==> src/rtl/mes_pkg.sv <==
package mes_pkg;

  typedef enum logic [2:0] {
    ST_CAPTURE = 3'd0,
    ST_OFF     = 3'd1,
    ST_COLLECT = 3'd2,
    ST_BRK_ARM = 3'd3,
    ST_BRK     = 3'd4,
    ST_READY   = 3'd5
  } mesState_e;

  // strobes from control to datapath
  typedef struct packed {
    logic capture;
    logic byteTake;
    logic brkLow;
    logic bitStep;
    logic brkEnd;
  } mesCtrl_t;

  // conditions reported back by the datapath
  typedef struct packed {
    logic entryReq;
    logic byteLast;
    logic bitLast;
  } mesStat_t;

endpackage

==> src/rtl/mes_ctrl.sv <==
module mes_ctrl
  import mes_pkg::*;
(
  input  logic     clk,
  input  logic     rstN,
  input  logic     rxValid,
  input  logic     bitTick,
  input  mesStat_t stat,
  output mesCtrl_t ctrl
);

  mesState_e stateQ, stateD;

  always_ff @(posedge clk or negedge rstN) begin
    if (!rstN) stateQ <= ST_CAPTURE;
    else       stateQ <= stateD;
  end

  always_comb begin
    stateD = stateQ;
    ctrl   = '0;
    unique case (stateQ)
      ST_CAPTURE: begin
        ctrl.capture = 1'b1;
        stateD = stat.entryReq ? ST_COLLECT : ST_OFF;
      end
      ST_OFF: stateD = ST_OFF;
      ST_COLLECT: begin
        if (rxValid) begin
          ctrl.byteTake = 1'b1;
          if (stat.byteLast) stateD = ST_BRK_ARM;
        end
      end
      ST_BRK_ARM: begin
        if (bitTick) begin
          ctrl.brkLow = 1'b1;
          stateD = ST_BRK;
        end
      end
      ST_BRK: begin
        if (bitTick) begin
          if (stat.bitLast) begin
            ctrl.brkEnd = 1'b1;
            stateD = ST_READY;
          end else begin
            ctrl.bitStep = 1'b1;
          end
        end
      end
      ST_READY: stateD = ST_READY;
      default:  stateD = ST_CAPTURE;
    endcase
  end

endmodule

==> src/rtl/mes_datapath.sv <==
module mes_datapath
  import mes_pkg::*;
#(
  parameter int SEC_BYTES  = 8,
  parameter int BREAK_BITS = 10,
  parameter int DATA_W     = 8,
  localparam int IDX_W     = (SEC_BYTES > 1) ? $clog2(SEC_BYTES) : 1,
  localparam int BIT_W     = $clog2(BREAK_BITS + 1)
)(
  input  logic              clk,
  input  logic              rstN,
  input  mesCtrl_t          ctrl,
  input  logic              monStrap,
  input  logic              clkStrap,
  input  logic              hvIrq,
  input  logic              hvRst,
  input  logic [DATA_W-1:0] rxData,
  output mesStat_t          stat,
  output logic              txLine,
  output logic              secByteStb,
  output logic [IDX_W-1:0]  secByteIdx,
  output logic [DATA_W-1:0] secByteData,
  output logic              monActive,
  output logic              busDivFour,
  output logic              oscBypass,
  output logic              wdogEnable,
  output logic              cmdReady
);

  localparam logic [IDX_W-1:0] LAST_IDX = IDX_W'(SEC_BYTES - 1);
  localparam logic [BIT_W-1:0] LAST_BIT = BIT_W'(BREAK_BITS - 1);

  logic             hvEntryQ;
  logic [IDX_W-1:0] byteCntQ;
  logic [BIT_W-1:0] bitCntQ;

  // strap capture, frozen after the first cycle out of reset
  always_ff @(posedge clk or negedge rstN) begin
    if (!rstN) begin
      monActive  <= 1'b0;
      hvEntryQ   <= 1'b0;
      busDivFour <= 1'b1;
      oscBypass  <= 1'b0;
    end else if (ctrl.capture) begin
      monActive  <= monStrap | hvIrq;
      hvEntryQ   <= hvIrq;
      busDivFour <= ~(hvIrq & ~clkStrap);
      oscBypass  <= hvIrq & ~clkStrap;
    end
  end

  // security byte counter and strobe
  always_ff @(posedge clk or negedge rstN) begin
    if (!rstN) begin
      byteCntQ    <= '0;
      secByteStb  <= 1'b0;
      secByteIdx  <= '0;
      secByteData <= '0;
    end else begin
      secByteStb <= ctrl.byteTake;
      if (ctrl.byteTake) begin
        secByteIdx  <= byteCntQ;
        secByteData <= rxData;
        byteCntQ    <= byteCntQ + 1'b1;
      end
    end
  end

  // break bit counter, line level and ready flag
  always_ff @(posedge clk or negedge rstN) begin
    if (!rstN) begin
      bitCntQ  <= '0;
      txLine   <= 1'b1;
      cmdReady <= 1'b0;
    end else begin
      if (ctrl.brkLow) begin
        txLine  <= 1'b0;
        bitCntQ <= '0;
      end
      if (ctrl.bitStep) bitCntQ <= bitCntQ + 1'b1;
      if (ctrl.brkEnd) begin
        txLine   <= 1'b1;
        cmdReady <= 1'b1;
      end
    end
  end

  assign wdogEnable    = ~(hvEntryQ & (hvIrq | hvRst));
  assign stat.entryReq = monStrap | hvIrq;
  assign stat.byteLast = (byteCntQ == LAST_IDX);
  assign stat.bitLast  = (bitCntQ == LAST_BIT);

endmodule

==> src/rtl/monitor_entry_seq.sv <==
module monitor_entry_seq
  import mes_pkg::*;
#(
  parameter int SEC_BYTES  = 8,
  parameter int BREAK_BITS = 10,
  parameter int DATA_W     = 8,
  localparam int IDX_W     = (SEC_BYTES > 1) ? $clog2(SEC_BYTES) : 1
)(
  input  logic              clk,
  input  logic              rstN,
  input  logic              monStrap,
  input  logic              clkStrap,
  input  logic              hvIrq,
  input  logic              hvRst,
  input  logic              rxValid,
  input  logic [DATA_W-1:0] rxData,
  input  logic              bitTick,
  output logic              txLine,
  output logic              secByteStb,
  output logic [IDX_W-1:0]  secByteIdx,
  output logic [DATA_W-1:0] secByteData,
  output logic              monActive,
  output logic              busDivFour,
  output logic              oscBypass,
  output logic              wdogEnable,
  output logic              cmdReady
);

  mesCtrl_t ctrl;
  mesStat_t stat;

  mes_ctrl ctrlI (
    .clk     (clk),
    .rstN    (rstN),
    .rxValid (rxValid),
    .bitTick (bitTick),
    .stat    (stat),
    .ctrl    (ctrl)
  );

  mes_datapath #(
    .SEC_BYTES  (SEC_BYTES),
    .BREAK_BITS (BREAK_BITS),
    .DATA_W     (DATA_W)
  ) dpI (
    .clk         (clk),
    .rstN        (rstN),
    .ctrl        (ctrl),
    .monStrap    (monStrap),
    .clkStrap    (clkStrap),
    .hvIrq       (hvIrq),
    .hvRst       (hvRst),
    .rxData      (rxData),
    .stat        (stat),
    .txLine      (txLine),
    .secByteStb  (secByteStb),
    .secByteIdx  (secByteIdx),
    .secByteData (secByteData),
    .monActive   (monActive),
    .busDivFour  (busDivFour),
    .oscBypass   (oscBypass),
    .wdogEnable  (wdogEnable),
    .cmdReady    (cmdReady)
  );

endmodule

==> config.mk <==
export PLATFORM = sky130hd
export DESIGN_NAME = monitor_entry_seq
export DESIGN_NICKNAME = d
export VERILOG_FILES = /design/src/rtl/mes_pkg.sv /design/src/rtl/mes_ctrl.sv /design/src/rtl/mes_datapath.sv /design/src/rtl/monitor_entry_seq.sv
export SDC_FILE = /design/constraint.sdc
export NUM_CORES = 1
export LEC_CHECK = 0
export ABC_CLOCK_PERIOD_IN_PS = 4400
export BUFFER_PORTS_ARGS = -buffer_cell sky130_fd_sc_hd__clkbuf_2
export CORE_MARGIN = 2
export CORE_UTILIZATION = 25
export DETAILED_ROUTE_END_ITERATION = 10
export GPL_TIMING_DRIVEN = 0
export RECOVER_POWER = 50
export SYNTH_ARGS = -nofsm -noshare
export SYNTH_HDL_FRONTEND = slang
export SYNTH_SLANG_ARGS = --single-unit
export TNS_END_PERCENT = 1
==> constraint.sdc <==
create_clock -name clk -period 4.4 [get_ports clk]
set_input_delay 0.22 -clock clk [delete_from_list [all_inputs] [get_ports clk]]
set_output_delay 0.22 -clock clk [all_outputs]
set_load 0.03 [all_outputs]
==> run metrics, run 1 <==
clk root buf=clkbuf_8; Clock transition at path regs=100 ps; path depth of the worst reg2reg path=5; Post-Syn Area per Cell=13.2 sq um; P_leak=0.758 nW; Post-synth top cells=26 x dfrtp_1, 9 x mux2_4, 9 x o21ai_0; FF-to-FF setup slack=2440 ps; ranking of synthesized cells by area=dfrtp_1 51%, mux2_4 11%, mux2_2 5.3%; Residual DRC=0; power per cell area=385 nW/um^2; Least-Margin Pin Slew=1560 ps; Final Hold Fails=0; TritonRoute pass-1 iters=3; initial core utilization=25.5%; total core area=5010 sq um; min-delay src=rxData[6]; Final #Nets=155; vias in the first global route=823; Final WS setup=2440 ps; critical path class=reg2reg; Post-DP Area=1530 sq um; Synth Area in Simple Gates=11.8%; initial antenna violation count=0; Hold Slack=173 ps; Final min period=1960 ps; maxcap violations=1; CTS Buffer Depth=2; vias=861; PortBufs=33; Syn. warnings=0; RePlAce Congestion=0.783; peak supply drop=119 uV; largest family of logic cells by synthesized area=multiplexers; final setup TNS=0 ps; first-pass GRT wire length=3860 um; DIE AREA=5690 sq um; DP Worst Slack=2550 ps; violated checks=capacitance limit, slew limit; Chip Height=75.5 um; most frequent cell after synthesis=dfrtp_1; Reg2Reg Launch Point=dpI.byteCntQ[0]; Top FF cell, synth=dfrtp_1; crit path max fanout=3; Sink Count=28; starting DRC count in detailed routing=27; Core Rows=26; mux cell area share after synthesis=15.9%; grt ovf=0; final design utilization=31.4%; diode count=0; RSZ-0062 raised after global routing=false; fill cell count=546; Synth async-reset ratio=100%; fraction of layout cells with a size suffix above 1=37.3%; Hold Path Class=in2reg; routed len/inst=11.2 um; Yosys top cell area share=51.0%; relative slew slack=-4.10%; Vias/cell=4.22; CTS tree=yes; XOR/XNOR Fraction of Synth Area=1.37%; pin count of the biggest net entering global routing=29; Hold Path End=dpI.secByteData[6]; Worst Skew=6.22 ps; cts hold-fix bufs=0; GRT Util Overall=8.93%; die width=75.5 um; status=finished with violations; Synth Area in Compound Gates=7.55%; setup violators final=0; Design Area, Final=1570 sq um; arrival time at the worst endpoint=2120 ps; worst path required time=4570 ps; setup bufs post-CTS=0; Area Growth Syn to Fin=23.1%; antenna-violating nets left=0; number of synthesized flops with an enable pin=0; Detailed Route WL=2280 um; Synth Area in Adders=3.92%; Max Clk Rate=0.511 GHz; Worst setup SP type=flop; clock latency on the worst-skew pair=270 ps; post-synthesis sequential area ratio=55.1%; cell taking the most area after synthesis=dfrtp_1; # H-tree levels=1; synthesized instance count=97; Hold Path Stages=2; Ports=34; Post-DP HPWL=1600 um; Final Cycle Share=44.5%; r2r endpoint=ctrlI.stateQ[1]; CTS buffer count=3; post-CTS sizing=0; CP endpoint kind=flop; syn nets=117; count of different cell masters after synthesis=28; Mapped Area=1280 sq um; Max Slew Vio Count=29; Yosys reg bits=28
==> cell families after synthesis <==
| group | after synthesis |
|---|---|
| flip-flops | 28 |
| XOR/XNOR | 2 |
| adder cells (fa/ha/maj) | 4 |
| multiplexers | 15 |
| AO/OA/AOI/OAI | 16 |
| buffers and inverters | 9 |
| AND/OR/NAND/NOR | 23 |
==> worst max-delay path by stage <==
stage	from	end	slack (ps)
2_1_floorplan	dpI.byteCntQ[0]	ctrlI.stateQ[1]	2710
3_3_place_gp	dpI.byteCntQ[0]	ctrlI.stateQ[1]	2540
3_5_place_dp	dpI.byteCntQ[0]	ctrlI.stateQ[1]	2550
4_1_cts	dpI.byteCntQ[0]	ctrlI.stateQ[1]	2490
5_1_grt	dpI.byteCntQ[0]	ctrlI.stateQ[1]	2350
6_report	dpI.byteCntQ[0]	ctrlI.stateQ[1]	2440
==> where the power goes <==
part	internal, W	switching (W)	total, W	leakage, nW
Clock	0.0000801	0.0000794	0.000159	0.0288
Combinational	0.0000525	0.0000793	0.000132	0.382
Sequential	0.000290	0.0000239	0.000313	0.348
==> layout by cell type, fill, tap and decap left out, drive strengths merged, types with 2 or more instances in the layout <==
| master | Yosys | final |
|---|---|---|
| clkbuf | 0 | 37 |
| dfrtp | 26 | 26 |
| mux2 | 15 | 15 |
| o21ai | 9 | 9 |
| nand3 | 8 | 8 |
| inv | 5 | 5 |
| ha | 4 | 4 |
| buf | 4 | 4 |
| nor3 | 3 | 3 |
| nand3b | 3 | 3 |
| nand2 | 3 | 3 |
| xor2 | 2 | 2 |
| a21oi | 2 | 2 |
| dfstp | 2 | 2 |
==> metrics by stage <==
step	instances	total power, W
finish	204	0.000605
global route	204	0.000650
CTS	204	0.000620
detailed placement	200	0.000452
global placement	200	0.000450
floorplan	97	0.000412
==> registers in the layout (all words and copies together) (netlist names), 3 cells and up <==
name,flops
dpI.byteCntQ,3
ctrlI.stateQ,3
dpI.secByteData,8
dpI.bitCntQ,4
dpI.secByteIdx,3
==> per-layer routing <==
| layer | vias up | track usage (%) | part of all wire (%) |
|---|---|---|---|
| met3 | 2 | 1.19 | 3.4 |
| met4 | 0 | 4.68 | 1.5 |
| met5 | - | 0 | 0 |
| met2 | 18 | 14.5 | 45 |
| li1 | 420 | - | - |
| met1 | 421 | 11.6 | 50 |
==> critical path, cell delays in order, from the launching register on <==
cell       delay, ps
dfrtp_1          420
ha_1             210
ha_1             190
a2111oi_1        560
a211oi_1         150
mux2_4           320
==> area by class of cell <==
cell class | instances | area, sq um | share of cell area, %
clock buffers | 4 | 55.1 | 3.50
multi-input cells | 60 | 517 | 32.9
inverters | 5 | 21.3 | 1.35
plain buffers | 4 | 35.0 | 2.23
well taps | 70 | 87.6 | 5.57
flip-flops and latches | 28 | 703 | 44.7
repair buffers | 33 | 153 | 9.71
No activity file was read; power rests on OpenSTA's default activity.
==> run 2: changes to the inputs <==
--- a/config.mk
+++ b/config.mk
@@ -5,7 +5,8 @@
 export SDC_FILE = /design/constraint.sdc
 export NUM_CORES = 1
 export LEC_CHECK = 0
-export ABC_CLOCK_PERIOD_IN_PS = 4400
+export ABC_AREA = 1
+export ABC_CLOCK_PERIOD_IN_PS = 1900
 export BUFFER_PORTS_ARGS = -buffer_cell sky130_fd_sc_hd__clkbuf_2
 export CORE_MARGIN = 2
 export CORE_UTILIZATION = 25
==> constraint.sdc (replaced) <==
create_clock -name clk -period 1.9 [get_ports clk]
set_input_delay 0.095 -clock clk [delete_from_list [all_inputs] [get_ports clk]]
set_output_delay 0.095 -clock clk [all_outputs]
set_load 0.03 [all_outputs]
==> run metrics, run 2 <==
count of different cell masters after synthesis=19 (-32%); RSZ-0062 raised after global routing=false; # H-tree levels=1 (unchanged); setup violators final=0 (unchanged); Max Clk Rate=0.741 GHz (+45%); CP endpoint kind=flop; worst path required time=2080 ps (-2490 ps); Top reg by flops=dpI.secByteData; highest-count cells in the layout ignoring fill and taps=70 x nand2_1, 26 x dfrtp_1, 24 x clkbuf_2; ranking of synthesized cells by area=dfrtp_1 50%, nand2_1 20%, inv_1 5.0%; Vias/cell=3.93 (-6.8%); vias in the first global route=1031 (+25%); total core area=5040 sq um (+0.65%); routed len/inst=9.37 um (-16%); initial antenna violation count=0 (unchanged); diode count=0 (unchanged); Area Growth Syn to Fin=31.3%; Worst setup SP type=flop; Yosys top cell area share=50.5% (-0.49 points); die width=75.8 um (+0.46%); Ports=34 (unchanged); Final #Nets=221 (+43%); Hold Path Stages=2 (unchanged); relative slew slack=52.9% (+57 points); Final min period=1350 ps (-606 ps); Mapped Area=1290 sq um (+0.98%); cell taking the most area after synthesis=dfrtp_1; final design utilization=33.5% (+2.2 points); Reg area=703 sq um (unchanged); initial core utilization=25.6% (+0.084 points); Top FF cell, synth=dfrtp_1; Hold Slack=14.3 ps (-159 ps); fill cell count=543 (-0.55%); starting DRC count in detailed routing=38 (+41%); clock latency on the worst-skew pair=280 ps (about the same); fraction of layout cells with a size suffix above 1=20.0% (-17 points); Worst Skew=3.37 ps (-2.84 ps); Core Rows=26 (unchanged); Chip Height=75.8 um (+0.46%); number of synthesized flops with an enable pin=0 (unchanged); Clock transition at path regs=100 ps (about the same); grt ovf=0 (unchanged); synthesized instance count=154 (+59%); maxcap violations=0 (-1); routing usage on met3=3.44% (+2.2 points); Syn. warnings=0 (unchanged); pin count of the biggest net entering global routing=29 (unchanged); final setup TNS=0 ps (unchanged); Sink Count=28 (unchanged); Post-Syn Area per Cell=8.37 sq um (-36%); Final Hold Fails=0 (unchanged); peak supply drop=356 uV (+200%); TritonRoute pass-1 iters=4 (+1); clk root buf=clkbuf_8; Largest regs=dpI.secByteData (8), dpI.bitCntQ (4); Detailed Route WL=2530 um (+11%); FF-to-FF setup slack=550 ps (-1890 ps); Post-synth top cells=70 x nand2_1, 26 x dfrtp_1, 17 x inv_1; Max Slew Vio Count=0 (-100%); max FFs per register=8 (unchanged); post-synthesis sequential area ratio=54.6% (-0.53 points); RePlAce Congestion=0.712 (-9.0%); status=finished clean; Final Cycle Share=71.1% (+27 points); critical path class=reg2reg; Residual DRC=0 (unchanged); arrival time at the worst endpoint=1530 ps (-590 ps); Least-Margin Pin Slew=707 ps (-854 ps); Most Crowded Layer GR=met2; Hold Path Class=in2reg; Synth async-reset ratio=100% (unchanged); power per cell area=868 nW/um^2 (+130%); met1 Track Usage GR=13.3% (+1.7 points); Post-DP HPWL=1740 um (+8.3%); overall power=0.00147 W (+140%); most frequent cell after synthesis=nand2_1; syn nets=174 (+49%); Design Area, Final=1690 sq um (+7.6%); GRT Util Overall=10.4% (+1.5 points); Post-DP Area=1540 sq um (+0.82%); PortBufs=33 (unchanged); vias=1062 (+23%); antenna-violating nets left=0 (unchanged); CTS tree=yes; setup bufs post-CTS=0 (unchanged); Yosys reg bits=28 (unchanged); DIE AREA=5740 sq um (+0.92%); GR Util met2=16.6% (+2.1 points); cts hold-fix bufs=9 (+9); path depth of the worst reg2reg path=9 (+4); post-CTS sizing=0 (unchanged); CTS Buffer Depth=2 (unchanged); Multi-input gate area=477 sq um (-7.7%); first-pass GRT wire length=4550 um (+18%); CTS buffer count=3 (unchanged); P_leak=0.957 nW (+26%); commonest non-fill, non-tap cell in the layout=nand2_1; crit path max fanout=5 (+2)
-- run 2: path summary, 6_finish.rpt --
kind | start | to
setup / recovery | dpI.bitCntQ[1] | dpI.bitCntQ[1]
hold / removal | clkStrap | dpI.oscBypass
setup reg to reg | dpI.bitCntQ[1] | dpI.bitCntQ[1]
hold reg to reg | dpI.txLine | dpI.txLine
max in group asynchronous | rstN | dpI.byteCntQ[2]
min in group asynchronous | rstN | dpI.monActive
-- run 2: logic make-up (layout without fill, tap and decap cells) --
| kind of cell | after synthesis | count (layout) | synth area share, % |
|---|---|---|---|
| adders and majority gates | 4 | 4 | 3.88 |
| and+or+nand+nor | 90 | 90 | 28.4 |
| buffers and inverters | 23 | 69 | 8.45 |
| xor gates and xnor gates | 3 | 3 | 2.04 |
| AOI/OAI and AO/OA | 6 | 6 | 2.62 |
| DFF | 28 | 28 | 54.6 |
-- run 2: where the power goes --
group / switching [W] / internal, W / leakage [nW]
Combinational: 0.000163 / 0.000117 / 0.575
Sequential: 0.0000548 / 0.000661 / 0.347
Clock: 0.000191 / 0.000282 / 0.0357
-- run 2: critical path, cell delays in order, from the launching register on --
cell	delay (ps)
dfrtp_1	420
inv_1	70
ha_1	130
nand2_1	40
nor2_1	180
nor2_2	80
nand2_2	110
clkinv_2	90
nand2_1	70
nand2_1	50
-- run 2: cell type report --
type	count	share of cell area [%]
tap	70	5.18
timing repair buffer	42	14.4
inverter	20	4.66
buffer	3	1.78
clock buffer	3	2.44
multi-input combinational	103	28.2
sequential	28	41.6
clock inverter	1	1.78
-- run 2: per-layer routing --
layer / wire length, um / share of wire (%)
met1: 1230 / 49
met2: 1120 / 44
met3: 147 / 5.8
met4: 36 / 1.4
met5: 0 / 0
-- run 2: per-stage QoR --
step	setup WS, ps	instances
4_1_cts	531	270
5_1_grt	357	270
6_report	550	270
3_3_place_gp	574	257
2_1_floorplan	682	154
3_5_place_dp	549	257
==> run 3: changes to the inputs <==
--- a/config.mk
+++ b/config.mk
@@ -5,8 +5,8 @@
 export SDC_FILE = /design/constraint.sdc
 export NUM_CORES = 1
 export LEC_CHECK = 0
-export ABC_AREA = 1
-export ABC_CLOCK_PERIOD_IN_PS = 1900
+export ABC_AREA = 0
+export ABC_CLOCK_PERIOD_IN_PS = 1300
 export BUFFER_PORTS_ARGS = -buffer_cell sky130_fd_sc_hd__clkbuf_2
 export CORE_MARGIN = 2
 export CORE_UTILIZATION = 25
==> constraint.sdc (replaced) <==
create_clock -name clk -period 1.3 [get_ports clk]
set_input_delay 0.065 -clock clk [delete_from_list [all_inputs] [get_ports clk]]
set_output_delay 0.065 -clock clk [all_outputs]
set_load 0.03 [all_outputs]
==> run metrics, run 3 (synthesis gave the netlist of run 1 again) <==
status=finished with violations; violated checks=setup timing; overall power=0.00209 W (+42%); commonest non-fill, non-tap cell in the layout=dfrtp_1; critical path class=reg2reg; Final WS setup=-273 ps (-822 ps); GRT Util Overall=8.69% (-1.7 points); CP Cell Sequence=ha_2 -> ha_4 -> a2111oi_4 -> a211oi_2 -> mux2_4; Slowest Stage Delay on Critical Path=400 ps (-20 ps); Max Slew Vio Count=0 (unchanged); Worst Skew=9.57 ps (+6.20 ps); TritonRoute pass-1 iters=4 (unchanged); max FFs per register=8 (unchanged); highest-count cells in the layout ignoring fill and taps=26 x dfrtp_1, 18 x clkbuf_2, 15 x clkbuf_1; Detailed Route WL=2290 um (-9.6%); Final Cycle Share=121% (+50 points); vias=901 (-15%); Area Growth Syn to Fin=31.5%; die width=75.5 um (-0.46%); CTS tree=yes; Least-Margin Pin Slew=702 ps (-5.26 ps); Hold Path End=dpI.secByteData[6]; arrival time at the worst endpoint=1740 ps (+210 ps); CTS Buffer Depth=2 (unchanged); path depth of the worst reg2reg path=5 (-4); Hold Path Stages=2 (unchanged); # H-tree levels=1 (unchanged); Worst setup SP type=flop; min-delay src=rxData[6]; Sink Count=28 (unchanged); Reg2Reg Launch Point=dpI.byteCntQ[0]; Largest regs=dpI.secByteData (8), dpI.bitCntQ (4); total core area=5010 sq um (-0.65%); PortBufs=33 (unchanged); Reg area=703 sq um (unchanged); Clock transition at path regs=100 ps (about the same); relative slew slack=53.2% (+0.35 points); Vias/cell=4.31 (+9.6%); fraction of layout cells with a size suffix above 1=41.0% (+21 points); Slowest-stage cell, CP=dfrtp_1; setup violators final=19 (+19); Post-DP HPWL=1620 um (-6.6%); Chip Height=75.5 um (-0.46%); maxcap violations=0 (unchanged); Final #Nets=160 (-28%); fill cell count=540 (-0.55%); power per cell area=1250 nW/um^2 (+44%); CP delay by family, top=compound AO/OA/AOI/OAI gates; antenna-violating nets left=0 (unchanged); clk root buf=clkbuf_8; diode count=0 (unchanged); RSZ-0062 raised after global routing=true; grt ovf=0 (unchanged); final design utilization=33.5% (-0.057 points); initial antenna violation count=0 (unchanged); clock latency on the worst-skew pair=270 ps (about the same); CTS buffer count=3 (unchanged); RePlAce Congestion=0.753 (+5.6%); Max Clk Rate=0.636 GHz (-14%); initial core utilization=25.5% (-0.084 points); WP buf/inv=0 (-2); FF-to-FF setup slack=-270 ps (-820 ps); CP endpoint kind=flop; first-pass GRT wire length=3820 um (-16%); pin count of the biggest net entering global routing=29 (unchanged); Multi-input gate area=589 sq um (+24%); Core Rows=26 (unchanged); Final min period=1570 ps (+222 ps); Residual DRC=0 (unchanged); crit path max fanout=2 (-3); DIE AREA=5690 sq um (-0.91%); final setup TNS=-2930 ps (-2930 ps); P_leak=0.774 nW (-19%); Ports=34 (unchanged); routed len/inst=10.9 um (+17%); worst path required time=1470 ps (-610 ps); Final Hold Fails=0 (unchanged); vias in the first global route=867 (-16%); Top reg by flops=dpI.secByteData; r2r endpoint=ctrlI.stateQ[1]; Hold Path Class=in2reg; starting DRC count in detailed routing=42 (+11%); peak supply drop=404 uV (+14%)
## run 3: final cells by class
class	instances	area share (%)
flip-flops and latches	28	41.9
well taps	70	5.22
multi-input cells	60	35.1
inverters	5	1.27
clock buffers	4	3.28
repair buffers	38	11.1
plain buffers	4	2.09
## run 3: power breakdown
group          total, W  internal (W)  switching (W)
sequential      0.00106      0.000980      0.0000817
combinational  0.000495      0.000207       0.000288
clock          0.000535      0.000271       0.000264
total           0.00209       0.00146       0.000633
## run 3: worst max-delay path by stage
stage	end	depth (start not counted)	from
after floorplan	ctrlI.stateQ[1]	5	dpI.byteCntQ[1]
after global placement	dpI.secByteData[2]	4	ctrlI.stateQ[2]
after detailed placement	dpI.secByteData[3]	4	ctrlI.stateQ[2]
after CTS	ctrlI.stateQ[1]	5	dpI.byteCntQ[0]
after global routing	ctrlI.stateQ[1]	5	dpI.byteCntQ[0]
final	ctrlI.stateQ[1]	5	dpI.byteCntQ[0]
## run 3: routing by layer
layer / GRT usage [%] / routed length, um / up-vias
met3: 1.19 / 69 / 2
met2: 14.3 / 1100 / 23
li1: - / - / 434
met4: 3.51 / 32 / 0
met5: 0 / 0 / -
met1: 11.5 / 1090 / 442
## run 3: metrics by stage
| stage | setup WS, ps | std cells | hold WS (ps) | instance area, sq um |
|---|---|---|---|---|
| after floorplan | -269 | 97 | -231 | 1310 |
| after global placement | -400 | 200 | 153 | 1570 |
| after detailed placement | -398 | 200 | 156 | 1570 |
| after CTS | -261 | 209 | 9.13 | 1690 |
| after global routing | -320 | 209 | 8.86 | 1680 |
| final | -273 | 209 | 17.9 | 1680 |
## run 3: worst register-to-register path, cell delays in order (launching register included)
cell       delay (ps)
dfrtp_1           400
ha_2              200
ha_4              160
a2111oi_4         340
a211oi_2           70
mux2_4            300
## run 3: what timing repair did
action                                  CTS  global route
pin swaps                                 4             1
buffers inserted                          4             0
hold endpoints to repair                 26             0
gates resized for setup                   8             1
hold buffers                              1             0
endpoints found under the setup margin   27            24
